## src/rtl/acc_dec_pkg.sv

```systemverilog
package acc_dec_pkg;
  typedef enum logic [1:0] {
    CLS_MEM = 2'd0,
    CLS_IO  = 2'd1,
    CLS_REG = 2'd2
  } op_class_e;

  typedef enum logic [1:0] {
    ST_IDLE = 2'd0,
    ST_REQ  = 2'd1,
    ST_WAIT = 2'd2,
    ST_OUT  = 2'd3
  } dec_state_e;
endpackage

```

## src/rtl/acc_field_split.sv

```systemverilog
module acc_field_split
  import acc_dec_pkg::*;
#(
  parameter int WORD_W = 12,
  parameter int OPC_W  = 3,
  parameter int OFS_W  = 7
) (
  input  logic [WORD_W-1:0] insn,
  output logic [OPC_W-1:0]  opcode,
  output op_class_e         cls,
  output logic              ind_bit
);
  localparam logic [OPC_W-1:0] OPC_REG = {OPC_W{1'b1}};
  localparam logic [OPC_W-1:0] OPC_IO  = OPC_REG - 1'b1;
  localparam int IND_POS = OFS_W + 1;

  assign opcode  = insn[WORD_W-1 -: OPC_W];
  assign ind_bit = insn[IND_POS];

  always_comb begin
    if (opcode == OPC_REG)     cls = CLS_REG;
    else if (opcode == OPC_IO) cls = CLS_IO;
    else                       cls = CLS_MEM;
  end
endmodule

```

## src/rtl/acc_addr_form.sv

```systemverilog
module acc_addr_form #(
  parameter int WORD_W = 12,
  parameter int OFS_W  = 7
) (
  input  logic [WORD_W-1:0] insn,
  input  logic [WORD_W-1:0] pc,
  output logic [WORD_W-1:0] ea
);
  localparam int PAGE_W = WORD_W - OFS_W;
  localparam int PG_POS = OFS_W;

  logic [PAGE_W-1:0] page_sel;

  generate
    if (PAGE_W > 0) begin : g_paged
      assign page_sel = insn[PG_POS] ? pc[WORD_W-1:OFS_W] : '0;
    end else begin : g_flat
      assign page_sel = '0;
    end
  endgenerate

  assign ea = {page_sel, insn[OFS_W-1:0]};
endmodule

```

## src/rtl/acc_dec_ctrl.sv

```systemverilog
module acc_dec_ctrl
  import acc_dec_pkg::*;
(
  input  logic clk,
  input  logic rst_n,
  input  logic in_valid,
  input  logic need_ind,
  input  logic mem_req_ready,
  input  logic mem_rsp_valid,
  input  logic out_ready,
  output logic in_ready,
  output logic mem_req_valid,
  output logic out_valid,
  output logic take,
  output logic load_rsp
);
  dec_state_e state_q, state_d;

  assign in_ready      = (state_q == ST_IDLE);
  assign mem_req_valid = (state_q == ST_REQ);
  assign out_valid     = (state_q == ST_OUT);
  assign take          = in_ready && in_valid;
  assign load_rsp      = (state_q == ST_WAIT) && mem_rsp_valid;

  always_comb begin
    state_d = state_q;
    case (state_q)
      ST_IDLE: if (in_valid) state_d = need_ind ? ST_REQ : ST_OUT;
      ST_REQ:  if (mem_req_ready) state_d = ST_WAIT;
      ST_WAIT: if (mem_rsp_valid) state_d = ST_OUT;
      ST_OUT:  if (out_ready) state_d = ST_IDLE;
      default: state_d = ST_IDLE;
    endcase
  end

  always_ff @(posedge clk or negedge rst_n) begin
    if (!rst_n) state_q <= ST_IDLE;
    else        state_q <= state_d;
  end
endmodule

```

## src/rtl/acc_insn_decode.sv

```systemverilog
module acc_insn_decode
  import acc_dec_pkg::*;
#(
  parameter int WORD_W = 12,
  parameter int OPC_W  = 3,
  parameter int OFS_W  = 7,
  parameter int DEV_W  = 6,
  parameter int CMD_W  = 3
) (
  input  logic              clk,
  input  logic              rst_n,
  input  logic              in_valid,
  output logic              in_ready,
  input  logic [WORD_W-1:0] in_insn,
  input  logic [WORD_W-1:0] in_pc,
  output logic              mem_req_valid,
  input  logic              mem_req_ready,
  output logic [WORD_W-1:0] mem_req_addr,
  input  logic              mem_rsp_valid,
  input  logic [WORD_W-1:0] mem_rsp_data,
  output logic              out_valid,
  input  logic              out_ready,
  output logic [1:0]        out_class,
  output logic [OPC_W-1:0]  out_opcode,
  output logic [WORD_W-1:0] out_addr,
  output logic [DEV_W-1:0]  out_dev,
  output logic [CMD_W-1:0]  out_cmd,
  output logic [WORD_W-OPC_W-1:0] out_micro
);
  localparam int MICRO_W = WORD_W - OPC_W;

  logic [WORD_W-1:0] insn_q, addr_q, ea_in;
  logic [OPC_W-1:0]  opc_in, opc_q;
  op_class_e         cls_in, cls_q;
  logic              ind_in, ind_q;
  logic              need_ind, take, load_rsp;

  acc_field_split #(.WORD_W(WORD_W), .OPC_W(OPC_W), .OFS_W(OFS_W)) u_split_in (
    .insn(in_insn), .opcode(opc_in), .cls(cls_in), .ind_bit(ind_in)
  );

  acc_field_split #(.WORD_W(WORD_W), .OPC_W(OPC_W), .OFS_W(OFS_W)) u_split_q (
    .insn(insn_q), .opcode(opc_q), .cls(cls_q), .ind_bit(ind_q)
  );

  acc_addr_form #(.WORD_W(WORD_W), .OFS_W(OFS_W)) u_addr (
    .insn(in_insn), .pc(in_pc), .ea(ea_in)
  );

  assign need_ind = (cls_in == CLS_MEM) && ind_in;

  acc_dec_ctrl u_ctrl (
    .clk(clk), .rst_n(rst_n), .in_valid(in_valid), .need_ind(need_ind),
    .mem_req_ready(mem_req_ready), .mem_rsp_valid(mem_rsp_valid),
    .out_ready(out_ready), .in_ready(in_ready), .mem_req_valid(mem_req_valid),
    .out_valid(out_valid), .take(take), .load_rsp(load_rsp)
  );

  always_ff @(posedge clk or negedge rst_n) begin
    if (!rst_n) begin
      insn_q <= '0;
      addr_q <= '0;
    end else if (take) begin
      insn_q <= in_insn;
      addr_q <= ea_in;
    end else if (load_rsp) begin
      addr_q <= mem_rsp_data;
    end
  end

  assign mem_req_addr = addr_q;
  assign out_class    = cls_q;
  assign out_opcode   = opc_q;
  assign out_addr     = (cls_q == CLS_MEM) ? addr_q : '0;
  assign out_dev      = (cls_q == CLS_IO) ? insn_q[DEV_W+CMD_W-1:CMD_W] : '0;
  assign out_cmd      = (cls_q == CLS_IO) ? insn_q[CMD_W-1:0] : '0;
  assign out_micro    = (cls_q == CLS_REG) ? insn_q[MICRO_W-1:0] : '0;

  logic unused_ind;
  assign unused_ind = ind_q;
endmodule

```

## config.mk

```make
export PLATFORM = sky130hd
export DESIGN_NAME = acc_insn_decode
export DESIGN_NICKNAME = d
export VERILOG_FILES = /design/src/rtl/acc_dec_pkg.sv /design/src/rtl/acc_field_split.sv /design/src/rtl/acc_addr_form.sv /design/src/rtl/acc_dec_ctrl.sv /design/src/rtl/acc_insn_decode.sv
export SDC_FILE = /design/constraint.sdc
export NUM_CORES = 1
export LEC_CHECK = 0
export ABC_AREA = 1
export BUFFER_PORTS_ARGS = -buffer_cell sky130_fd_sc_hd__buf_2
export CAP_MARGIN = 25
export CORE_ASPECT_RATIO = 0.8
export CORE_MARGIN = 1
export CORE_UTILIZATION = 38
export CTS_CLUSTER_SIZE = 20
export DETAILED_ROUTE_END_ITERATION = 10
export GPL_ROUTABILITY_DRIVEN = 0
export PLACE_DENSITY = 0.87
export SLEW_MARGIN = 20
export SYNTH_ARGS = -nofsm -noshare
export SYNTH_HDL_FRONTEND = slang
export SYNTH_SLANG_ARGS = --single-unit
```

## constraint.sdc

```tcl
create_clock -name clk -period 1.3 [get_ports clk]
set_input_delay 0.26 -clock clk [delete_from_list [all_inputs] [get_ports clk]]
set_output_delay 0.26 -clock clk [all_outputs]
set_load 0.01 [all_outputs]
```

Word-level counts from Yosys, hierarchy flattened
Index checks and enable logic that the tools add are counted.
{"block": "op_classes", "n_reduce_logical": 8, "n_mux": 17, "n_eq_ne": 13}
{"op": "12-bit 2-to-1 mux", "count": 3}
{"op": "2-bit 2-to-1 mux", "count": 7}
{"op": "3-bit == test (second input constant)", "count": 4}
{"op": "9-bit 2-to-1 mux", "count": 1}
{"op": "2-bit one-hot mux with 4 select lines", "count": 1}
{"op": "2-bit == test (second input constant)", "count": 3}
{"op": "2-bit zero test", "count": 3}
{"op": "6-bit 2-to-1 mux", "count": 1}
{"op": "5-bit 2-to-1 mux", "count": 1}
{"op": "2-bit by 1-bit == test with 1-bit output (second input constant)", "count": 2}
{"op": "2-bit by 1-bit inequality test with 1-bit output (second input constant)", "count": 2}
{"op": "2-bit inequality test (second input constant)", "count": 2}
{"op": "4-bit AND reduction", "count": 1}
{"op": "1-bit logical AND", "count": 3}
{"op": "3-bit 2-to-1 mux", "count": 1}
{"op": "1-bit 2-to-1 mux", "count": 2}
{"op": "2-bit nonzero test", "count": 1}
{"block": "word_totals", "reg_bits": 26}

Logic depth before layout (Yosys ltp)
Gate-level depths: netlist (run 1).
{"block": "depth", "depth_word": 8, "depth_mapped": 8, "ltp_nobuf": 8}

Hierarchy
Synthesis (run 1) repeated with hierarchy kept, for this count alone.
{"block": "hier_totals", "hier_cells": 231, "hier_area_um2": 1609.0}
{"mod": "acc_insn_decode", "cells_each": 166, "instances": 1, "seq_area_each_um2": 600.6, "area_each_um2": 1219.9}
{"mod": "acc_dec_ctrl", "cells_each": 32, "instances": 1, "seq_area_each_um2": 50.0, "area_each_um2": 209.0}
{"mod": "acc_addr_form", "cells_each": 17, "instances": 1, "seq_area_each_um2": 0.0, "area_each_um2": 90.1}
{"mod": "acc_field_split", "cells_each": 8, "instances": 2, "seq_area_each_um2": 0.0, "area_each_um2": 45.0}

Least setup slack after synthesis (run 1)
OpenSTA, ideal clock, no wires.
{"block": "synth_path", "kind": "register to register", "startpoint": "reg u_ctrl.state_q[0]", "endpoint": "reg addr_q[5], in the netlist mem_req_addr[5]", "path_stages_with_launch": 9, "arrival_ns": 1.231, "synth_period_minus_slack_ns": 1.352, "slack_ns": -0.052, "path_cell_list": "dfrtp_1 > inv_1 > ha_1 > nand2_4 > buf_2 > nand2_1 > nand2_1 > nand2_1 > o21ai_1"}
{"block": "synth_between", "elab_chain_len": 3, "word_cells_on_any_way": 6}
{"element": "start: declaration", "line_no": "acc_dec_ctrl.sv:17", "rtl": "dec_state_e state_q, state_d;"}
{"element": "start signal: assignment", "line_no": "acc_dec_ctrl.sv:38", "rtl": "else state_q <= state_d;"}
{"element": "2-bit zero test (*)", "line_no": "acc_dec_ctrl.sv:19", "rtl": "assign in_ready = (state_q == ST_IDLE);"}
{"element": "via in_ready", "line_no": "acc_insn_decode.sv:13", "rtl": "output logic in_ready,"}
{"element": "1-bit logical AND (*)", "line_no": "acc_dec_ctrl.sv:22", "rtl": "assign take = in_ready && in_valid;"}
{"element": "12-bit 2-to-1 mux / 2-bit nonzero test (equally long branches)"}
{"element": "end signal: assignment", "line_no": "acc_insn_decode.sv:65", "rtl": "addr_q <= ea_in;"}
{"element": "end signal: assignment", "line_no": "acc_insn_decode.sv:67", "rtl": "addr_q <= mem_rsp_data;"}
{"element": "end: declaration", "line_no": "acc_insn_decode.sv:32", "rtl": "logic [WORD_W-1:0] insn_q, addr_q, ea_in;"}
Mark *: on every way through the listed nets, which the timed path passes. The rest lies on a longest branch.
A chain may end at the register's enable or synchronous reset.

Worst setup path in the final report (run 1)
{"block": "layout_path", "startpoint": "reg insn_q[11]", "endpoint": "out out_dev[0]"}
{"block": "layout_between", "elab_chain_len": 5, "word_cells_on_any_way": 6}
{"element": "start: declaration", "line_no": "acc_insn_decode.sv:32"}
{"element": "start signal: assignment", "line_no": "acc_insn_decode.sv:64", "rtl": "insn_q <= in_insn;"}
{"element": "3-bit == test", "line_no": "acc_field_split.sv:22", "rtl": "else if (opcode == OPC_IO) cls = CLS_IO;"}
{"element": "1-bit 2-to-1 mux", "line_no": "acc_field_split.sv:22"}
{"element": "2-bit 2-to-1 mux (*)", "line_no": "acc_field_split.sv:21", "rtl": "if (opcode == OPC_REG) cls = CLS_REG;"}
{"element": "2-bit by 1-bit == test with 1-bit output (*)", "line_no": "acc_insn_decode.sv:75", "rtl": "assign out_dev = (cls_q == CLS_IO) ? insn_q[DEV_W+CMD_W-1:CMD_W] : '0;"}
{"element": "6-bit 2-to-1 mux (*)", "line_no": "acc_insn_decode.sv:75"}
{"element": "end: declaration", "line_no": "acc_insn_decode.sv:26", "rtl": "output logic [DEV_W-1:0] out_dev,"}
Every way passes the cells marked *; elsewhere a longest branch is shown, timed or not.

==> results of run 1 <==
==> stage by stage <==
stage                     cells  total power [mW]  hold slack (ns)
after global placement      331              4.06            0.287
after floorplan             199              3.04          -0.0356
after global routing        351              6.97            0.203
final                       351              6.55            0.191
after CTS                   347              5.72            0.186
after detailed placement    331              4.16            0.293
==> cell usage in the layout (no fill, tap or decap), types with 3 or more instances in the layout <==
cell	instances
inv_2	3
nand3_4	3
buf_4	5
a21oi_2	6
nor2_4	4
o21ai_1	10
nand2_4	10
nand2_2	20
buf_6	18
o21ai_2	11
buf_8	3
buf_2	76
inv_1	27
dfrtp_1	24
buf_12	5
nor2_2	11
nand2_1	22
ha_4	4
nor2_1	24
clkbuf_8	4
==> worst min-delay path, stage by stage <==
cell,delay [ns]
buf_2,0.09
nand2_1,0.05
nand2_1,0.04
==> how the worst max path moves through the flow <==
stage                            startpoint                end  slack [ns]  depth (start not counted)
after floorplan           u_ctrl.state_q[0]    mem_req_addr[5]       0.001                          8
final                            insn_q[11]         out_dev[0]       -0.24                          5
after global routing              insn_q[9]         out_cmd[1]       -0.30                          4
after detailed placement  u_ctrl.state_q[0]    mem_req_addr[5]       -0.04                          8
after CTS                        insn_q[10]         out_dev[5]       -0.21                          5
after global placement    u_ctrl.state_q[1]  u_ctrl.state_q[0]        0.04                          6
==> area by class of cell <==
| type | instances | area share, % |
|---|---|---|
| inverters | 32 | 5.11 |
| clock buffers | 4 | 1.99 |
| repair buffers | 110 | 30.0 |
| well taps | 42 | 1.90 |
| repair inverters | 3 | 1.36 |
| multi-input cells | 134 | 36.0 |
| flip-flops and latches | 26 | 23.6 |
==> sequential cells by signal, summed over array words and instances (netlist names) <==
name / cells
u_ctrl.state_q: 2
mem_req_addr: 12
insn_q: 12
==> cells by family (layout without fill, tap and decap cells) <==
family / after synthesis / count (layout) / share of synthesized area, %
AND/OR/NAND/NOR: 98 / 99 / 26.9
buffers and inverters: 40 / 149 / 12.9
AO/OA/AOI/OAI: 30 / 30 / 10.5
flip-flops: 26 / 26 / 45.3
adder cells (fa/ha/maj): 5 / 5 / 4.36
==> power breakdown <==
part	switching [mW]	internal (mW)	total, mW
Clock	0.250	0.271	0.521
Sequential	0.258	1.22	1.48
Combinational	2.39	2.16	4.55
==> what timing repair did <==
action                     in CTS  in global routing
resized for setup              70                 87
buffers inserted                7                  4
pin swaps                      11                 15
hold buffers                    1                  0
hold endpoints to repair       26                  0
setup endpoints to repair      48                 63
gates cloned                    5                  2
==> metal layers <==
metal	up-vias	track usage, %
li1	824	-
met1	791	31.6
met2	64	41.2
met3	6	4.42
met4	0	2.57
met5	-	0
==> flow_summary_export.csv, run 1 <==
group,metric,value,unit
finish,antenna_cells,0,
setup_path,cp_num_buf_inv,2,
setup_path,slowest_delay,0.39,ns
flow_run,maxCapViolations,0,
global_route,grt_usage,23.5,%
global_route,grt_pass1_wl,7240,um
setup_path,reg2reg_to,"mem_req_addr[2]",
synthesis,yosysMostFrequentCell,"nand2_1",
worst_hold_path,min_path_cells,3,
finish,multi_input_area,997,um^2
place,hpwl,2910,um
run_status,status,"complete, but fails checks",
synthesis,synth_area,1440,um^2
sta,skew,0.00807,ns
synthesis,synth-warning-count,0,
worst_hold_path,min_from,"in_insn[11]",
setup_path,cp.arrival,1.28,ns
global_route,overflow,0,
sta,fin_ws,-0.242,ns
synthesis,syn_inst,199,
synthesis,synth_edf_count,0,
power_and_ir_drop,p_per_area,2370,nW/um^2
setup_path,reg2reg_from,"u_ctrl.state_q[1]",
sta,hold_viol_final,0,
synthesis,avgSynthCellArea,7.21,um^2
finish,regArea,653,um^2
die,die_w,70.7,um
synthesis,synth_commonest_cells,"nand2_1 (51), nor2_1 (39), inv_1 (30)",
finish,drive_above_1_share,64.7,%
synthesis,synth-seq-area-share,45.3,%
sta,worst_pin_slew,0.593,ns
routing,vias_per_cell,4.80,
place,placed_area,1980,um^2
setup_path,worstSetupEndpointType,"output port",
cts,clock_path_buffers,2,
synthesis,synth_seq_cells,26,
sta,max_freq,648,MHz
cts,clk_latency,0.27,ns
sta,slew_violations,0,
synthesis,async_flop_share,100,%
routing,wl_met2,2670,um
finish,finalInstanceArea,2770,um^2
routing,ant_nets,0,
sta,rsz0062_at_grt,"true",
routing,drt-wirelength-per-cell,15.0,um
power_and_ir_drop,vdd_drop_max,1.49,mV
die,core,3520,um^2
run_status,violations,"design-rule violations, negative setup slack",
worst_hold_path,min_path_type,"in2reg",
synthesis,yosys.area.top_type_share,45.3,%
finish,syn_to_final_growth,92.9,%
synthesis,synth_ff_type,"dfrtp_1",
setup_path,crit_chain,"nand2_2, nor2_4, clkinv_4, nor2_1, buf_2",
global_route,antenna_found_initial,0,
die,fp.dieH,57.0,um
setup_path,worstPathRequired,1.04,ns
finish,fill_cells,231,
sta,setup_violations,62,
sta,layout_min_cycle_time,1.54,ns
routing,wl_met3,242,um
synthesis,synth_fp_nets,246,
die,initial_core_util,40.8,%
setup_path,crit_type,"reg2out",
setup_path,path_delay_family,"flip-flops",
cts,clkSinkCount,26,
synthesis,yosys.area.top_type,"dfrtp_1",
synthesis,synth_cell_types,17,
setup_path,critPathMaxFanout,5,
setup_path,cpMaxStageDelayCell,"dfrtp_1",
routing,drc,16,
routing,routed_wl,5270,um
die,rows,19,
finish,nets,357,
routing,via_count,1685,
sta,slew-limit-headroom,60.5,%
setup_path,regToRegSetupSlack,-0.20,ns
synthesis,synthTopCellsByArea,"dfrtp_1 (45%), nand2_1 (13%), nor2_1 (10%)",
finish,final_util,78.7,%
place,port_buffers,84,
global_route,grt_max_degree,27,
cts,cts_tree,"yes",
power_and_ir_drop,total_leakage_power,1.50,nW
die,ioPinCount,92,
sta,finalCritPeriodShare,119,%
cts,clkSlewWorstSetupHoldPaths,0.09,ns
routing,wl_met1,2310,um
setup_path,critPathLaunchType,"flop",
routing,first_iter_violations,80,
cts,numCtsBuffers,3,
sta,setup-tns-final,-10.30,ns
worst_hold_path,min_to,"insn_q[11]",
cts,clock-root-buffer,"clkbuf_8",
cts,htreeDepth,1,
routing,drt-pass1-iter-count,7,
routing,dr.max_layer_used,"met4",
die,die-area,4030,um^2
global_route,grt_pass1_vias,1515,
setup_path,reg2reg_depth,10,
place,pre_cts_ws,-0.0366,ns
No activity file was read; power rests on OpenSTA's default activity.
==> inputs of run 2 (changes only) <==
--- a/constraint.sdc
+++ b/constraint.sdc
@@ -3,2 +3,2 @@
 set_output_delay 0.26 -clock clk [all_outputs]
-set_load 0.01 [all_outputs]
+set_load 0.05 [all_outputs]
==> flow_summary_export.csv, run 2 (synthesis results as in run 1) <==
group,metric,value,unit
cts,numCtsBuffers,3,
finish,final_cell_mix,"buf_2 (46), nor2_4 (32), buf_6 (32)",
cts,clk_latency,0.27,ns
die,rows,19,
cts,htreeDepth,1,
routing,routed_wl,5740,um
setup_path,cp.arrival,1.47,ns
place,pre_cts_ws,-0.0980,ns
global_route,overflow,0,
sta,fin_ws,-0.428,ns
cts,clkSinkCount,26,
place,hpwl,2860,um
routing,vias_per_cell,5.14,
finish,final_util,86.9,%
die,fp.dieH,57.0,um
die,core,3520,um^2
die,die_w,70.7,um
sta,skew,0.00608,ns
die,die-area,4030,um^2
setup_path,worstPathRequired,1.04,ns
setup_path,crit_top_cell,"nor2_4",
routing,ant_nets,0,
setup_path,slowest_delay,0.42,ns
sta,setup_violations,61,
setup_path,critPathMaxFanout,5,
finish,nets,353,
sta,holdWs,0.205,ns
die,ioPinCount,92,
sta,slew-limit-headroom,60.1,%
sta,max_freq,579,MHz
global_route,antenna_found_initial,0,
sta,layout_min_cycle_time,1.73,ns
run_status,status,"complete, but fails checks",
global_route,grt_pass1_vias,1601,
routing,drt-pass1-iter-count,7,
cts,clock_path_buffers,2,
sta,hold_viol_final,0,
setup_path,worstSetupEndpointType,"output port",
setup_path,crit_chain,"nand2_2, nor2_4, clkinv_4, nor2_4, buf_8",
flow_run,maxCapViolations,0,
routing,drc,16,
global_route,grt_pass1_wl,7430,um
routing,via_count,1785,
finish,antenna_cells,0,
die,initial_core_util,40.8,%
setup_path,crit_type,"reg2out",
global_route,grt_max_degree,27,
worst_hold_path,min_path_type,"in2reg",
sta,finalCritPeriodShare,133,%
cts,cts_tree,"yes",
routing,drt-wirelength-per-cell,16.5,um
routing,first_iter_violations,73,
place,port_buffers,84,
finish,syn_to_final_growth,113,%
cts,clock-root-buffer,"clkbuf_8",
power_and_ir_drop,vdd_drop_max,2.40,mV
setup_path,cpMaxStageDelayCell,"dfrtp_1",
finish,mostFrequentLayoutCell,"buf_2",
power_and_ir_drop,totalPowerFinal,8.89,mW
run_status,violations,"design-rule violations, negative setup slack",
finish,drive_above_1_share,68.5,%
cts,clkSlewWorstSetupHoldPaths,0.09,ns
power_and_ir_drop,p_per_area,2910,nW/um^2
power_and_ir_drop,total_leakage_power,1.48,nW
sta,rsz0062_at_grt,"true",
setup_path,critPathLaunchType,"flop",
global_route,grt_usage,23.6,%
sta,slew_violations,0,
sta,worst_pin_slew,0.598,ns
sta,setup-tns-final,-13.01,ns
==> run 2: final timing paths <==
| check | startpoint | endpoint | slack [ns] | cells past startpoint |
|---|---|---|---|---|
| worst max-delay path | insn_q[10] | out_dev[3] | -0.43 | 5 |
| worst min-delay path | in_insn[11] | insn_q[11] | 0.20 | 3 |
| worst max register to register | u_ctrl.state_q[1] | mem_req_addr[9] | -0.18 | 7 |
| worst min register to register | mem_req_addr[11] | mem_req_addr[11] | 0.57 | 2 |
| max in group asynchronous | rst_n | mem_req_addr[0] | 0.36 | 2 |
| min in group asynchronous | rst_n | insn_q[8] | 0.52 | 2 |
==> run 2: power breakdown <==
part | switching (mW) | total [mW] | internal [mW]
Combinational | 4.46 | 6.88 | 2.42
Clock | 0.260 | 0.531 | 0.271
Sequential | 0.261 | 1.48 | 1.22
==> run 2: critical path: cells and delay by family, from the launching register on <==
kind	cells	cell delay [ns]
DFF	1	0.42
buffers and inverters	2	0.32
and+or+nand+nor	3	0.46
==> run 2: what timing repair did <==
action                                  4_1_cts  5_1_grt
gates cloned                                  3        4
pin swaps                                     8       21
hold endpoints to repair                     25        0
hold buffers                                  1        0
endpoints found under the setup margin       48       63
gates resized for setup                      99       94
buffers inserted                              7        5
==> run 2: area by class of cell <==
| class | instances | area, um^2 |
|---|---|---|
| multi-input combinational | 134 | 1130 |
| inverter | 32 | 143 |
| sequential | 26 | 653 |
| tap | 42 | 52.6 |
| clock buffer | 4 | 55.1 |
| fill | 181 | 462 |
| timing repair inverter | 4 | 57.6 |
| timing repair buffer | 105 | 961 |
==> run 2: stage by stage <==
stage	instances	instance area (um^2)
5_1_grt	347	3060
3_3_place_gp	326	2210
2_1_floorplan	199	1710
3_5_place_dp	326	2210
6_report	347	3060
4_1_cts	340	2700
==> run 2: per-layer routing <==
| metal | global-route usage, % | vias up | share of wire (%) |
|---|---|---|---|
| li1 | - | 827 | - |
| met1 | 30.5 | 852 | 40 |
| met2 | 41.8 | 88 | 51 |
| met3 | 5.83 | 18 | 6.7 |
| met4 | 2.29 | 0 | 2.8 |
| met5 | 0 | - | 0 |
